### config.mk
export PLATFORM = sky130hd
export DESIGN_NAME = xcvr_dual_byte
export DESIGN_NICKNAME = d
export VERILOG_FILES = /design/src/rtl/xcvr_pkg.sv /design/src/rtl/xcvr_hot_guard.sv /design/src/rtl/xcvr_oe_decode.sv /design/src/rtl/xcvr_lane_regs.sv /design/src/rtl/xcvr_dual_byte.sv
export SDC_FILE = /design/constraint.sdc
export NUM_CORES = 1
export LEC_CHECK = 0
export BUFFER_PORTS_ARGS = -buffer_cell sky130_fd_sc_hd__buf_2
export CAP_MARGIN = 5
export CORE_UTILIZATION = 40
export DETAILED_ROUTE_END_ITERATION = 8
export PLACE_DENSITY = 0.9
export SLEW_MARGIN = 25
export SYNTH_ARGS = -nofsm -noshare
export SYNTH_HDL_FRONTEND = slang
export SYNTH_SLANG_ARGS = --single-unit
### constraint.sdc
create_clock -name clk -period 1.8 [get_ports clk]
set_input_delay 0.09 -clock clk [delete_from_list [all_inputs] [get_ports clk]]
set_output_delay 0.09 -clock clk [all_outputs]
set_load 0.01 [all_outputs]
### src/rtl/xcvr_pkg.sv
package xcvr_pkg;
  localparam int unsigned LANE_W_DEF  = 9;
  localparam int unsigned LANE_N_DEF  = 2;

  typedef struct packed {
    logic aoe;
    logic boe;
  } lane_en_t;
endpackage

### src/rtl/xcvr_hot_guard.sv
module xcvr_hot_guard (
  input  logic clk,
  input  logic rst,
  input  logic g_n,
  output logic guarded
);
  logic g_prev;
  logic guard_q;
  logic fall_seen;

  // High-to-low transition of the enable between two consecutive samples.
  assign fall_seen = g_prev & ~g_n;

  always_ff @(posedge clk) begin
    if (rst) begin
      // Treat the pin as active during reset, so a pin that is held low
      // afterwards never looks like a fresh transition.
      g_prev  <= 1'b0;
      guard_q <= 1'b1;
    end else begin
      g_prev <= g_n;
      if (fall_seen) guard_q <= 1'b0;
    end
  end

  assign guarded = guard_q;

  assert_guard_holds_R5: assert property (@(posedge clk) disable iff (rst)
    (guard_q && !(g_prev && !g_n)) |=> guard_q);

  assert_guard_release_R6: assert property (@(posedge clk) disable iff (rst)
    (g_prev && !g_n) |=> !guard_q);

  assert_guard_sticky_R6: assert property (@(posedge clk) disable iff (rst)
    !guard_q |=> !guard_q);
endmodule

### src/rtl/xcvr_oe_decode.sv
module xcvr_oe_decode
  import xcvr_pkg::*;
(
  input  logic     clk,
  input  logic     rst,
  input  logic     guarded,
  input  logic     g_n,
  input  logic     dir,
  input  logic     ovr,
  input  lane_en_t ovr_en,
  output lane_en_t int_en,
  output lane_en_t sel_en
);
  logic live;

  assign live       = ~guarded & ~g_n;
  assign int_en.aoe = live & ~dir;
  assign int_en.boe = live &  dir;
  assign sel_en     = ovr ? ovr_en : int_en;

  assert_one_side_R8: assert property (@(posedge clk) disable iff (rst)
    !(int_en.aoe && int_en.boe));

  assert_guard_mutes_R5: assert property (@(posedge clk) disable iff (rst)
    guarded |-> (!int_en.aoe && !int_en.boe));
endmodule

### src/rtl/xcvr_lane_regs.sv
module xcvr_lane_regs
  import xcvr_pkg::*;
#(
  parameter int unsigned W = LANE_W_DEF
) (
  input  logic         clk,
  input  logic         rst,
  input  lane_en_t     sel_en,
  input  logic [W-1:0] a_in,
  input  logic [W-1:0] b_in,
  output logic [W-1:0] a_out,
  output logic [W-1:0] b_out,
  output logic         a_oe,
  output logic         b_oe
);
  always_ff @(posedge clk) begin
    if (rst) begin
      a_out <= '0;
      b_out <= '0;
      a_oe  <= 1'b0;
      b_oe  <= 1'b0;
    end else begin
      a_out <= b_in;
      b_out <= a_in;
      a_oe  <= sel_en.aoe;
      b_oe  <= sel_en.boe;
    end
  end
endmodule

### src/rtl/xcvr_dual_byte.sv
module xcvr_dual_byte
  import xcvr_pkg::*;
#(
  parameter int unsigned LANE_W = LANE_W_DEF,
  parameter int unsigned LANE_N = LANE_N_DEF
) (
  input  logic                     clk,
  input  logic                     rst,
  input  logic [LANE_N-1:0]        g_n,
  input  logic [LANE_N-1:0]        dir,
  input  logic [LANE_N*LANE_W-1:0] a_in,
  input  logic [LANE_N*LANE_W-1:0] b_in,
  input  logic [LANE_N-1:0]        scan_ovr,
  input  logic [LANE_N-1:0]        scan_aoe,
  input  logic [LANE_N-1:0]        scan_boe,
  output logic [LANE_N*LANE_W-1:0] a_out,
  output logic [LANE_N*LANE_W-1:0] b_out,
  output logic [LANE_N-1:0]        a_oe,
  output logic [LANE_N-1:0]        b_oe,
  output logic [LANE_N-1:0]        int_aoe,
  output logic [LANE_N-1:0]        int_boe
);
  localparam int unsigned BUS_W = LANE_N * LANE_W;

  for (genvar k = 0; k < LANE_N; k++) begin : g_lane
    logic     guarded;
    lane_en_t int_en;
    lane_en_t sel_en;
    lane_en_t ovr_en;

    assign ovr_en.aoe = scan_aoe[k];
    assign ovr_en.boe = scan_boe[k];

    xcvr_hot_guard u_guard (
      .clk     (clk),
      .rst     (rst),
      .g_n     (g_n[k]),
      .guarded (guarded)
    );

    xcvr_oe_decode u_dec (
      .clk     (clk),
      .rst     (rst),
      .guarded (guarded),
      .g_n     (g_n[k]),
      .dir     (dir[k]),
      .ovr     (scan_ovr[k]),
      .ovr_en  (ovr_en),
      .int_en  (int_en),
      .sel_en  (sel_en)
    );

    xcvr_lane_regs #(.W(LANE_W)) u_regs (
      .clk    (clk),
      .rst    (rst),
      .sel_en (sel_en),
      .a_in   (a_in[k*LANE_W +: LANE_W]),
      .b_in   (b_in[k*LANE_W +: LANE_W]),
      .a_out  (a_out[k*LANE_W +: LANE_W]),
      .b_out  (b_out[k*LANE_W +: LANE_W]),
      .a_oe   (a_oe[k]),
      .b_oe   (b_oe[k])
    );

    assign int_aoe[k] = int_en.aoe;
    assign int_boe[k] = int_en.boe;

    assert_disabled_high_R4: assert property (@(posedge clk) disable iff (rst)
      (!scan_ovr[k] && g_n[k]) |=> (!a_oe[k] && !b_oe[k]));

    assert_ports_exclusive_R8: assert property (@(posedge clk) disable iff (rst)
      !scan_ovr[k] |=> !(a_oe[k] && b_oe[k]));

    assert_data_a_to_b_R2: assert property (@(posedge clk) disable iff (rst)
      1'b1 |=> (b_out[k*LANE_W +: LANE_W] == $past(a_in[k*LANE_W +: LANE_W])));
  end

  assert_reset_quiet_R5: assert property (@(posedge clk)
    $past(rst) |-> (a_oe == '0 && b_oe == '0 && a_out == {BUS_W{1'b0}}));
endmodule

==> impl_metrics.yaml <==
logic_synthesis:
  synth_top_family_by_area: "simple AND/OR/NAND/NOR gates"
  syn_area_um2: 1289
  ys_ff_latch: 44
  synthSimpleGateAreaFrac: 0.2524
  post_synth_xor_area_fraction: 0
  synthAdderAreaFrac: 0
  yosysUniqueCellTypes: 12
  synthesis.nets: 158
  syn_inst: 110
  synth-compound-area-share: 0.02913
  yosysWarningCount: 0
  synthMuxAreaShare: 0
  seq_area_frac_synth: 0.6835
  synth.avg_cell_area_um2: 11.72
grt:
  grt.overflow.total: 0
  grt_pass1_vias: 1152
  grt_use_total: 0.1993
  grt_pass1_wl_um: 4816
  antenna_found_initial: 0
  grt_max_degree: 45
route:
  wl_met1_um: 1214
  ant_nets: 0
  wl_met2_um: 1774
  dr.pass1.iters: 2
  wl_um: 3346
  viasPerCell: 4.150
  vias: 1191
  dr.max_layer_used: "met4"
  routedWlPerCell_um: 11.66
  drt_first_iter_violations: 47
  drc: 0
  dr_wl_met3_um: 306
sta:
  drv_slew: 0
  setup_tns_ns: 0
  fin_ws_ns: 0.5928
  period_minus_slack_ns: 1.207
  fmax_mhz: 828.3
  max_slew_margin: 0.4976
  hold_viol: 0
  rsz0062_at_grt: "no"
  hold_ws_ns: 0.03599
  fin_crit_sh: 0.6707
  worst_pin_slew_ns: 0.7537
  setup_viol: 0
  skew_ns: 0.0006331
clock_tree:
  htree_levels: 2
  cts_buffers: 5
  clk_latency_ns: 0.33
  clk_path_buf_depth: 2
  cts_setup_buffers: 0
  cts_root_buffer: "clkbuf_4"
  clock-sinks: 44
  cts.reportedPaths.clkPinSlew_ns: 0.11
  tritoncts: "yes"
  cts_resized: 0
setup_path:
  cp-end-kind: "register"
  path_cells: "dlygate4sd3_1 > buf_2 > nand2_1 > dlygate4sd3_1 > a21oi_1"
  max_stage_delay_ns: 0.54
  cpMostUsedCell: "dlygate4sd3_1"
  crit_required_ns: 2.00
  worstSetupPathType: "in -> reg"
  cp.arrival_ns: 1.40
  slowest_stage: "dlygate4sd3_1"
  startpoint_type: "primary input"
  worstPathMaxFanout: 1
finish:
  final_util: 0.7316
  final_common_cell: "buf_2"
  final_cell_mix: "buf_2 (91), dfxtp_1 (44), dlygate4sd3_1 (42)"
  fillers: 237
  area_delta_synth_final_pct: 73.30
  drive_above_1_share: 0.4074
  finalNetCount: 290
  antenna-diode-count: 0
  final_area_um2: 2233
placed_design:
  place_ws_ns: 0.7372
  port_buffers: 91
  place_congestion: 0.6807
  place_area_um2: 1754
  hpwl_um: 1831
die:
  die-area_um2: 3453
  coreArea_um2: 3053
  fp.dieW_um: 58.76
  die_h_um: 58.76
  ioPinCount: 92
  rows: 20
  initial_core_util: 0.4221
run_status:
  status: "finished clean"
worst_hold_path:
  hp-class: "in -> reg"
pwr:
  leakage_uw: 0.001087
  ir_drop_mv: 0.5752
  p_per_area_nw_per_um2: 788.9
flow_run:
  drv_cap: 0
[worst max-delay path: cells and delay by family]
| family | cells | cell delay, ns |
|---|---|---|
| AO/OA/AOI/OAI | 1 | 0.07 |
| buffers and inverters | 3 | 1.20 |
| AND/OR/NAND/NOR | 1 | 0.05 |
[cell usage after synthesis]
library cell / count / share of area
nor3_1: 2 / 0.0078
nand2_1: 4 / 0.012
nor2b_1: 38 / 0.18
dfxtp_1: 44 / 0.68
nor3b_1: 2 / 0.012
nand2b_1: 2 / 0.0097
clkbuf_1: 4 / 0.012
or4_1: 2 / 0.012
a21o_2: 2 / 0.014
buf_4: 4 / 0.023
or4b_1: 2 / 0.016
a21oi_1: 4 / 0.016
[flip-flops by register name, summed over array words and instances (netlist names)]
| name | flops |
|---|---|
| g_lane.u_guard.guarded | 2 |
| g_lane.u_regs.b_out | 18 |
| g_lane.u_guard.g_prev | 2 |
| g_lane.u_regs.a_out | 18 |
| g_lane.u_regs.b_oe | 2 |
| g_lane.u_regs.a_oe | 2 |
[where the power goes]
group          switching, µW  internal [µW]
Clock                    275            193
Sequential              13.2           1020
Combinational            101            155
Total                    389           1370
[metal layers]
layer / global-route usage / up-vias
met5: 0 / -
met4: 0.08163 / 0
met3: 0.1055 / 6
met2: 0.3799 / 64
met1: 0.1692 / 517
li1: - / 604
[path summary, 6_finish.rpt]
check | cells after the start | slack (ns) | endpoint | start
max | 5 | 0.59 | g_lane[1].u_regs.b_oe$_SDFF_PP0_ | scan_boe[1]
min | 2 | 0.04 | g_lane[1].u_guard.g_prev$_SDFF_PP0_ | g_n[1]
max reg2reg | 2 | 0.71 | g_lane[1].u_regs.b_oe$_SDFF_PP0_ | g_lane[1].u_guard.guarded$_SDFFE_PP1P_
min reg2reg | 2 | 0.50 | g_lane[0].u_guard.guarded$_SDFFE_PP1P_ | g_lane[0].u_guard.g_prev$_SDFF_PP0_
[through the flow]
step | total power [µW] | instances
after floorplan | 1141 | 110
after global placement | 1235 | 237
after detailed placement | 1241 | 237
after CTS | 1777 | 286
after global routing | 1851 | 287
final | 1762 | 287
[repair_timing]
action                                 CTS  global route
hold buffers                            41             1
setup endpoints to repair                0             0
endpoints found under the hold margin   40             1
[cell type report]
type / count / area, µm² / share of cell area
Sequential cell: 44 / 880.8 / 0.3944
Timing Repair Buffer: 133 / 875.8 / 0.3922
Multi-Input combinational cell: 58 / 362.8 / 0.1625
Clock buffer: 8 / 58.81 / 0.02633
Tap cell: 44 / 55.05 / 0.02465
[cell families (layout without fill, tap and decap cells)]
logic type,after synthesis,in the layout
flops,44,44
compound gates,6,6
buf+inv,8,141
simple gates,52,52
Power figures use the tool's default switching activity.
